<file path="config.mk">
export PLATFORM = sky130hd
export DESIGN_NAME = adc_rd_ctrl
export DESIGN_NICKNAME = d
export VERILOG_FILES = /design/src/rtl/adc_rd_pkg.sv /design/src/rtl/adc_rd_clkgen.sv /design/src/rtl/adc_rd_power.sv /design/src/rtl/adc_rd_seq.sv /design/src/rtl/adc_rd_ctrl.sv
export SDC_FILE = /design/constraint.sdc
export NUM_CORES = 1
export LEC_CHECK = 0
export CAP_MARGIN = 20
export CORE_MARGIN = 3
export CORE_UTILIZATION = 55
export CTS_CLUSTER_DIAMETER = 200
export CTS_CLUSTER_SIZE = 12
export DETAILED_ROUTE_END_ITERATION = 16
export PLACE_DENSITY = 0.76
export SETUP_SLACK_MARGIN = 0.02
export SYNTH_ARGS = -nofsm -noshare
export SYNTH_HDL_FRONTEND = slang
export SYNTH_SLANG_ARGS = --single-unit
</file>
<file path="constraint.sdc">
create_clock -name clk -period 2.9 [get_ports clk]
set_input_delay 0.87 -clock clk [delete_from_list [all_inputs] [get_ports clk]]
set_output_delay 0.87 -clock clk [all_outputs]
set_load 0.1 [all_outputs]
</file>
<file path="src/rtl/adc_rd_pkg.sv">
// Package: shared constants and the frame state type for the serial ADC
// readout controller. Assumes a frame = fixed preamble + data bits.
package adc_rd_pkg;
    typedef enum logic [1:0] {
        ST_IDLE   = 2'd0,
        ST_ACTIVE = 2'd1,
        ST_GAP    = 2'd2
    } frame_state_t;
endpackage

</file>
<file path="src/rtl/adc_rd_clkgen.sv">
// Half-period timer for the serial clock. On load it captures the divider
// (floored at 2) and then, while run is high, emits a one-cycle tick every
// H system clocks. Assumes DIV_W >= 2.
module adc_rd_clkgen #(
    parameter int DIV_W = 8
) (
    input  logic             clk,
    input  logic             rst_n,
    input  logic             load_i,
    input  logic             run_i,
    input  logic [DIV_W-1:0] div_i,
    output logic             tick_o
);
    localparam logic [DIV_W-1:0] HALF_MIN = DIV_W'(2);

    logic [DIV_W-1:0] half_q;
    logic [DIV_W-1:0] cnt_q;
    logic [DIV_W-1:0] half_eff;

    // Apply the minimum half period to the requested divider.
    always_comb begin
        half_eff = (div_i < HALF_MIN) ? HALF_MIN : div_i;
    end

    // Count down the half period and reload after each tick.
    always_ff @(posedge clk) begin
        if (!rst_n) begin
            half_q <= HALF_MIN;
            cnt_q  <= '0;
        end else if (load_i) begin
            half_q <= half_eff;
            cnt_q  <= half_eff - DIV_W'(1);
        end else if (run_i) begin
            if (cnt_q == '0) cnt_q <= half_q - DIV_W'(1);
            else             cnt_q <= cnt_q - DIV_W'(1);
        end
    end

    // Tick when the running count expires.
    always_comb begin
        tick_o = run_i && !load_i && (cnt_q == '0);
    end

    // the captured half period never drops below the floor
    assert_half_floor_R10: assert property (@(posedge clk) disable iff (!rst_n)
        load_i |=> (half_q >= HALF_MIN));
endmodule

</file>
<file path="src/rtl/adc_rd_power.sv">
// Shutdown driver and wake timer. Drives the converter's active-low shutdown
// line from the power-down request. It holds off conversions during
// power-down and for WAKE_CYCLES clocks after reset or after release.
// Assumes WAKE_CYCLES >= 1.
module adc_rd_power #(
    parameter int WAKE_CYCLES = 64,
    parameter int WAKE_W      = $clog2(WAKE_CYCLES + 1)
) (
    input  logic clk,
    input  logic rst_n,
    input  logic pwr_down_i,
    output logic shdn_n_o,
    output logic ready_o
);
    localparam logic [WAKE_W-1:0] WAKE_LOAD = WAKE_W'(WAKE_CYCLES);

    logic [WAKE_W-1:0] wake_q;

    // Register the shutdown line and run the wake countdown.
    always_ff @(posedge clk) begin
        if (!rst_n) begin
            shdn_n_o <= 1'b1;
            wake_q   <= WAKE_LOAD;
        end else begin
            shdn_n_o <= !pwr_down_i;
            if (pwr_down_i)          wake_q <= WAKE_LOAD;
            else if (wake_q != '0)   wake_q <= wake_q - WAKE_W'(1);
        end
    end

    // Allow a conversion only when powered and settled.
    always_comb begin
        ready_o = (wake_q == '0) && !pwr_down_i;
    end

    // a power-down request always restarts the wake interval
    assert_wake_reload_R9: assert property (@(posedge clk) disable iff (!rst_n)
        pwr_down_i |=> (wake_q == WAKE_LOAD));
endmodule

</file>
<file path="src/rtl/adc_rd_seq.sv">
// Frame sequencer. It accepts starts, drives chip select and the serial
// clock from timer ticks, and shifts in the data line on falling edges. It
// delivers the result, framing flag and valid strobe, then holds a two-tick
// gap. Assumes DATA_W >= 2 and PRE_W >= 1.
module adc_rd_seq
    import adc_rd_pkg::*;
#(
    parameter int DATA_W = 10,
    parameter int PRE_W  = 3,
    parameter int FRAME  = PRE_W + DATA_W,
    parameter int CNT_W  = $clog2(FRAME + 1)
) (
    input  logic              clk,
    input  logic              rst_n,
    input  logic              start_i,
    input  logic              ready_i,
    input  logic              pwr_down_i,
    input  logic              tick_i,
    input  logic              sdata_i,
    output logic              load_o,
    output logic              run_o,
    output logic              cs_n_o,
    output logic              sclk_o,
    output logic              busy_o,
    output logic              valid_o,
    output logic [DATA_W-1:0] result_o,
    output logic              frame_err_o
);
    localparam logic [CNT_W-1:0] LAST_BIT = CNT_W'(FRAME - 1);

    frame_state_t       state_q;
    logic [CNT_W-1:0]   bit_q;
    logic [FRAME-2:0]   shift_q;
    logic               gap_q;
    logic               accept;

    // Decide whether a start request is taken this cycle.
    always_comb begin
        accept = (state_q == ST_IDLE) && start_i && ready_i;
        load_o = accept;
        run_o  = (state_q != ST_IDLE);
        busy_o = (state_q == ST_ACTIVE);
    end

    // Frame state machine, serial clock, capture and result delivery.
    always_ff @(posedge clk) begin
        if (!rst_n) begin
            state_q     <= ST_IDLE;
            cs_n_o      <= 1'b1;
            sclk_o      <= 1'b0;
            bit_q       <= '0;
            shift_q     <= '0;
            gap_q       <= 1'b0;
            valid_o     <= 1'b0;
            result_o    <= '0;
            frame_err_o <= 1'b0;
        end else begin
            valid_o <= 1'b0;
            if (pwr_down_i && (state_q != ST_IDLE)) begin
                state_q <= ST_IDLE;
                cs_n_o  <= 1'b1;
                sclk_o  <= 1'b0;
            end else begin
                case (state_q)
                    ST_IDLE: begin
                        if (accept) begin
                            state_q <= ST_ACTIVE;
                            cs_n_o  <= 1'b0;
                            sclk_o  <= 1'b0;
                            bit_q   <= '0;
                        end
                    end
                    ST_ACTIVE: begin
                        if (tick_i) begin
                            if (!sclk_o) begin
                                sclk_o <= 1'b1;
                            end else begin
                                sclk_o  <= 1'b0;
                                shift_q <= {shift_q[FRAME-3:0], sdata_i};
                                bit_q   <= bit_q + CNT_W'(1);
                                if (bit_q == LAST_BIT) begin
                                    state_q     <= ST_GAP;
                                    cs_n_o      <= 1'b1;
                                    gap_q       <= 1'b0;
                                    valid_o     <= 1'b1;
                                    result_o    <= {shift_q[DATA_W-2:0], sdata_i};
                                    frame_err_o <= |shift_q[FRAME-2 -: PRE_W];
                                end
                            end
                        end
                    end
                    ST_GAP: begin
                        if (tick_i) begin
                            if (gap_q) state_q <= ST_IDLE;
                            gap_q <= 1'b1;
                        end
                    end
                    default: state_q <= ST_IDLE;
                endcase
            end
        end
    end

    // the serial clock rests low whenever chip select is released
    assert_sclk_idle_R3: assert property (@(posedge clk) disable iff (!rst_n)
        cs_n_o |-> !sclk_o);
    // no frame ever counts past its last bit
    assert_bit_bound_R3: assert property (@(posedge clk) disable iff (!rst_n)
        bit_q <= CNT_W'(FRAME));
    // the valid strobe lasts a single cycle
    assert_valid_pulse_R4: assert property (@(posedge clk) disable iff (!rst_n)
        valid_o |=> !valid_o);
    // chip select only falls in response to a start request
    assert_cs_fall_start_R2: assert property (@(posedge clk) disable iff (!rst_n)
        $fell(cs_n_o) |-> $past(start_i));
endmodule

</file>
<file path="src/rtl/adc_rd_ctrl.sv">
// Top of the serial ADC readout controller. It joins the half-period timer,
// the shutdown/wake logic and the frame sequencer. Assumes a converter that
// updates its data line after each rising serial clock edge.
module adc_rd_ctrl #(
    parameter int DATA_W      = 10,
    parameter int PRE_W       = 3,
    parameter int DIV_W       = 8,
    parameter int WAKE_CYCLES = 64
) (
    input  logic              clk,
    input  logic              rst_n,
    input  logic              start_i,
    input  logic [DIV_W-1:0]  div_i,
    input  logic              pwr_down_i,
    input  logic              sdata_i,
    output logic              cs_n_o,
    output logic              sclk_o,
    output logic              shdn_n_o,
    output logic              busy_o,
    output logic              valid_o,
    output logic [DATA_W-1:0] result_o,
    output logic              frame_err_o
);
    logic load;
    logic run;
    logic tick;
    logic ready;

    adc_rd_clkgen #(.DIV_W(DIV_W)) u_clkgen (
        .clk    (clk),
        .rst_n  (rst_n),
        .load_i (load),
        .run_i  (run),
        .div_i  (div_i),
        .tick_o (tick)
    );

    adc_rd_power #(.WAKE_CYCLES(WAKE_CYCLES)) u_power (
        .clk        (clk),
        .rst_n      (rst_n),
        .pwr_down_i (pwr_down_i),
        .shdn_n_o   (shdn_n_o),
        .ready_o    (ready)
    );

    adc_rd_seq #(.DATA_W(DATA_W), .PRE_W(PRE_W)) u_seq (
        .clk         (clk),
        .rst_n       (rst_n),
        .start_i     (start_i),
        .ready_i     (ready),
        .pwr_down_i  (pwr_down_i),
        .tick_i      (tick),
        .sdata_i     (sdata_i),
        .load_o      (load),
        .run_o       (run),
        .cs_n_o      (cs_n_o),
        .sclk_o      (sclk_o),
        .busy_o      (busy_o),
        .valid_o     (valid_o),
        .result_o    (result_o),
        .frame_err_o (frame_err_o)
    );

    // the converter is never selected while it is shut down
    assert_shdn_blocks_R7: assert property (@(posedge clk) disable iff (!rst_n)
        !shdn_n_o |-> cs_n_o);
    // a frame only opens once the converter has been awake a while
    assert_cs_needs_power_R9: assert property (@(posedge clk) disable iff (!rst_n)
        $fell(cs_n_o) |-> (shdn_n_o && $past(shdn_n_o)));
endmodule

</file>
**Word-level counts from Yosys, hierarchy flattened**

Cells that the tools add are included.

- Register bits after elaboration: 57
- Bits of input ports: 13
- Output and inout port bits: 16
- Word-level logic and storage cells: 89

- $add $sub $neg: 5
- Order comparisons: 1
- Equal/unequal tests: 9
- Multiplexer cells: 29
- Bitwise operators: 5
- Reduce and logical (&&, ||, !) cells: 27

Operators by type and width:

| kind | count |
|---|---|
| $mux 8 | 4 |
| $sub 8x1->8 const B | 3 |
| $reduce_and 5->1 | 3 |
| $mux 2 | 6 |
| $mux 4 | 3 |
| $reduce_and 6->1 | 2 |
| $mux 1 | 11 |
| $logic_not 8->1 | 1 |
| $lt 8x2->1 const B | 1 |
| $ne 2x1->1 const B | 4 |
| $pmux 4 s2 | 1 |
| $reduce_bool 2->1 | 4 |
| $logic_not 7->1 | 1 |
| $reduce_bool 7->1 | 1 |
| $sub 7x1->7 const B | 1 |
| $logic_and 1x1->1 | 6 |
| $pmux 1 s2 | 3 |
| $pmux 2 s3 | 1 |
| $not 1->1 | 5 |
| $reduce_or 5->1 | 1 |
| $add 4x1->4 const B | 1 |
| $eq 4x4->1 const B | 1 |
| $ne 2x2->1 const B | 2 |
| $reduce_and 4->1 | 1 |
| 7 further kinds | 9 |

**Logic depth before layout (Yosys ltp)**

Gate-level depths: netlist of run 1.

- Depth after elaboration: 8
- Depth in mapped cells: 11

**By module**

A second synthesis of run 1 with hierarchy kept.

- Cell total of the unflattened synthesis: 320
- Area total of the unflattened synthesis: 2,785.2 um^2

By module, submodules not included:

| module | times used | cells an instance | area each (um^2) | sequential area each (um^2) |
|---|---|---|---|---|
| adc_rd_seq | 1 | 163 | 1,423.9 | 660.6 |
| adc_rd_clkgen | 1 | 115 | 982.2 | 320.3 |
| adc_rd_power | 1 | 42 | 379.1 | 160.2 |

**Least setup slack after synthesis of run 1**

OpenSTA, ideal clock, no wires.

- Kind: register to register
- Start: reg u_seq.state_q[0]
- End: reg u_seq.result_o[1]
- Library setup time: 0.070 ns
- Arrival time: 3.147 ns
- Required time: 2.830 ns
- Path slack: -0.317 ns
- Stages on the path, launching flop included: 9
- Buffers on the path: 2
- Period minus slack after synthesis: 3.217 ns
- Cells stage by stage: dfxtp_1 -> nor2b_1 -> nand3_2 -> or3b_1 -> buf_2 -> nor2_4 -> buf_6 -> nand2_1 -> a21oi_1

- Elaborated cells on any way between the ends: 11

RTL lines:

| what | RTL line | source |
|---|---|---|
| from (decl) | adc_rd_seq.sv:31 | `frame_state_t state_q;` |
| from (signal assigned) | adc_rd_seq.sv:48 | `state_q <= ST_IDLE;` |
| from (signal assigned) | adc_rd_seq.sv:60 | `state_q <= ST_IDLE;` |
| from (signal assigned) | adc_rd_seq.sv:67 | `state_q <= ST_ACTIVE;` |
| $eq 2x1->1 | -- |  |
| named net busy_o | adc_rd_ctrl.sv:19 | `output logic busy_o,` |
| $reduce_and 5->1 (no line) | -- |  |
| to (signal assigned) | adc_rd_seq.sv:86 | `result_o <= {shift_q[DATA_W-2:0], sdata_i};` |
| to (decl) | adc_rd_seq.sv:26 | `output logic [DATA_W-1:0] result_o,` |

The timed path passes the listed nets, and every way through them passes these cells.
A chain may end at the register's enable or synchronous reset.

**Final worst setup path of run 1**

- Start: in pwr_down_i
- End: reg u_clkgen.cnt_q[4]

- Cells in the longest elaborated chain, start to end: 4
- Elaborated cells on any way between the ends: 5

Ends and longest elaborated chain:

| what | RTL line | source |
|---|---|---|
| from (decl) | adc_rd_ctrl.sv:14 | `input logic pwr_down_i,` |
| $logic_not 1->1 * | adc_rd_power.sv:33 | `ready_o = (wake_q == '0) && !pwr_down_i;` |
| $logic_and 1x1->1 * | adc_rd_power.sv:33 |  |
| $logic_and 1x1->1 * | adc_rd_seq.sv:39 | `accept = (state_q == ST_IDLE) && start_i && ready_i;` |
| $mux 8 or $reduce_bool 2->1 (tied branches) | -- |  |
| to (signal assigned) | adc_rd_clkgen.sv:32 | `cnt_q <= half_eff - DIV_W'(1);` |
| to (signal assigned) | adc_rd_clkgen.sv:34 | `if (cnt_q == '0) cnt_q <= half_q - DIV_W'(1);` |
| to (signal assigned) | adc_rd_clkgen.sv:35 | `else cnt_q <= cnt_q - DIV_W'(1);` |
| to (decl) | adc_rd_clkgen.sv:17 | `logic [DIV_W-1:0] cnt_q;` |

Mark *: on every way between the ends. The rest lies on a longest branch, timed or not.

==> results.json, run 1 <==
{
  "worst_setup_path_start_kind": "input pin",
  "grt_usage_pct": 22.5,
  "numCtsBuffers": 9,
  "port_buffers": 28,
  "drive_gt1_share_pct": 19.7,
  "finalNonFillerCells": 407,
  "setup_viol": 0,
  "cts-hold-fix-buffers": 0,
  "place_ws_ns": -0.149,
  "placed_cells": 391,
  "path_cells": "clkdlybuf4s50_1 -> nor4b_2 -> nand4b_4 -> mux2i_1 -> inv_1 -> ha_1 -> nand3b_1 -> xor2_1 -> a21oi_1",
  "synth_area_sq_um": 2620,
  "syn_avg_cell_area_sq_um": 8.63,
  "grt_pass1_wl_um": 9600,
  "crit_buf_inv": 2,
  "drc": 0,
  "synth-edff-count": 0,
  "yosysSeqAreaShare_pct": 43.5,
  "power_density_nw_per_um2": 626,
  "layout.nets": 368,
  "cts_resized": 0,
  "h-tree-depth": 3,
  "cp_max_fo": 12,
  "antenna_found_initial": 0,
  "cts_root_buf": "clkbuf_8",
  "dr.pass1.iters": 4,
  "gp_congestion": 0.834,
  "routed_wl_um": 5720,
  "cp-end-kind": "register",
  "detail-route-antenna-nets": 0,
  "synth_warnings": 0,
  "hold_viol": 0,
  "drv_slew": 0,
  "start_util_pct": 58.6,
  "synth_fp_nets": 322,
  "ios": 29,
  "vias": 2280,
  "cap_violations": 0,
  "wl_per_cell_um": 14.1,
  "cts_setup_buffers": 0,
  "row_count": 24,
  "syn_inst": 304,
  "synth_flop_cell": "dfxtp_1",
  "drt_iter0_drc": 102,
  "required_ns": 3.12,
  "finalPower_w": 0.00202,
  "finalCritPeriodShare_pct": 93.5,
  "fin_ws_ns": 0.189,
  "die-area_sq_um": 5630,
  "cts_tree": "yes",
  "tightest_slew_ns": 0.609,
  "slew_headroom_pct": 59.1,
  "layout_commonest_cell": "nand2_1",
  "fp.dieW_um": 75.1,
  "hpwlAfterDp_um": 3990,
  "async_flop_share_pct": 0,
  "grt_setup_unrepaired": "false",
  "area_delta_synth_final_pct": 22.9,
  "clock_sinks": 57,
  "grt_max_degree": 27,
  "grt_pass1_vias": 2111,
  "peakVddDrop_mv": 0.418,
  "most-common-layout-cells": "nand2_1 (60), dfxtp_1 (57), a21oi_1 (38), buf_4 (37), nor2_1 (28)",
  "fin_crit_ns": 2.71,
  "vias_per_cell": 5.60,
  "die_h_um": 75.1,
  "clock_path_buffers": 2,
  "core-area_sq_um": 4470,
  "clk_latency_ns": 0.34,
  "gr-total-overflow": 0,
  "clk_pin_slew_ns": 0.07,
  "synthDistinctLibCells": 47,
  "critPathMaxStageDelay_ns": 0.45,
  "hp-class": "register to register",
  "max_freq_ghz": 0.369,
  "num_antenna_cells": 0,
  "fin_util_pct": 72.0,
  "status": "finished clean",
  "p_leak_nw": 1.29,
  "cp.arrival_ns": 2.93,
  "cp_top_family": "simple AND/OR/NAND/NOR gates",
  "criticalPathCategory": "input pin to register",
  "synth_seq_cells": 57,
  "slowest_stage": "clkdlybuf4s50_1",
  "skew_ns": 0.00847
}
## final cells by class
class / instances / area, sq um
Clock inverter: 6 / 67.6
Inverter: 13 / 48.8
Sequential cell: 57 / 1140
Multi-Input combinational cell: 220 / 1360
Timing Repair Buffer: 49 / 398
Clock buffer: 10 / 138
Fill cell: 360 / 1250
Tap cell: 52 / 65.1
## worst min-delay path, delay by kind of cell, from the launching register on
kind | cells | cell delay, ns
flops | 1 | 0.31
simple gates | 1 | 0.05
compound gates | 1 | 0.05
## registers in the layout, summed over array words and instances (netlist names)
| register | flops |
|---|---|
| u_seq.shift_q | 12 |
| u_seq.result_o | 10 |
| u_clkgen.cnt_q | 8 |
| u_clkgen.half_q | 8 |
| u_power.wake_q | 7 |
| u_seq.bit_q | 4 |
| u_seq.state_q | 2 |
| u_power.shdn_n_o | 1 |
| u_seq.cs_n_o | 1 |
| u_seq.frame_err_o | 1 |
| u_seq.gap_q | 1 |
| u_seq.sclk_o | 1 |
| u_seq.valid_o | 1 |
## final timing paths
path	slack (ns)	start	cells past startpoint	endpoint
setup / recovery	0.19	pwr_down_i	9	u_clkgen.cnt_q[4]$_SDFFE_PN0N_
setup reg to reg	0.61	u_clkgen.cnt_q[6]$_SDFFE_PN0N_	6	u_seq.frame_err_o$_SDFFE_PN0P_
hold / removal	0.45	u_seq.result_o[0]$_SDFFE_PN0P_	2	u_seq.result_o[0]$_SDFFE_PN0P_
hold reg to reg	0.45	u_seq.result_o[0]$_SDFFE_PN0P_	2	u_seq.result_o[0]$_SDFFE_PN0P_
## where the power goes
group          leakage [nW]  switching (W)  internal [W]
Combinational         0.734       0.000230      0.000184
Clock                0.0985       0.000333      0.000421
Sequential            0.461      0.0000400      0.000809
Total                  1.29       0.000603       0.00141
## cells in the mapped netlist, types with 3 or more instances
library cell	instances	area, sq um
nand3b_1	4	30.0
clkbuf_1	9	33.8
nand4_1	3	18.8
ha_1	5	62.6
xnor2_1	7	61.3
mux2i_1	6	60.1
buf_2	3	15.0
nor4b_1	4	35.0
dfxtp_1	57	1140
nor4_4	3	63.8
nor3_1	3	15.0
xor2_1	5	43.8
a21oi_1	38	190
nand2_1	60	225
a211oi_1	4	30.0
nor2_1	28	105
inv_1	12	45.0
a31oi_1	5	31.3
nand3_1	4	20.0
o21ai_0	10	50.1
## per-stage QoR
stage	cell area (sq um)	hold slack (ns)	TNS, ns
after floorplan	2630	0.432	0
after global placement	3020	0.438	-0.216
after detailed placement	3020	0.445	-0.586
after CTS	3220	0.455	0
after global routing	3220	0.468	0
final	3220	0.452	0
## logic make-up after synthesis
logic type | after synthesis | share of synthesized area [%]
compound gates | 69 | 16.5
xor+xnor | 12 | 4.01
fa+ha+maj | 5 | 2.39
buf+inv | 27 | 4.58
flops | 57 | 43.5
mux | 9 | 3.72
simple gates | 125 | 25.3
## metal layers
metal | up-vias | wire length (um) | track usage (%)
li1 | 1145 | - | -
met1 | 1060 | 2570 | 28.8
met2 | 59 | 2750 | 35.0
met3 | 16 | 278 | 5.87
met4 | 0 | 127 | 11.1
met5 | - | 0 | 0
No activity file was read; power rests on OpenSTA's default activity.
==> inputs of run 2 (changes only) <==
--- a/config.mk
+++ b/config.mk
@@ -16,3 +16,4 @@
 export SYNTH_ARGS = -nofsm -noshare
 export SYNTH_HDL_FRONTEND = slang
 export SYNTH_SLANG_ARGS = --single-unit
+export TNS_END_PERCENT = 1
==> results of run 2 <==
The final DEF is identical to that of run 1; final timing and power are the same.
==> inputs of run 3 (changes only) <==
--- a/config.mk
+++ b/config.mk
@@ -9,7 +9,7 @@
 export CORE_MARGIN = 3
 export CORE_UTILIZATION = 55
 export CTS_CLUSTER_DIAMETER = 200
-export CTS_CLUSTER_SIZE = 12
+export CTS_CLUSTER_SIZE = 16
 export DETAILED_ROUTE_END_ITERATION = 16
 export PLACE_DENSITY = 0.76
 export SETUP_SLACK_MARGIN = 0.02
==> results of run 3 <==
The final DEF is identical to that of run 1; final timing and power are the same.
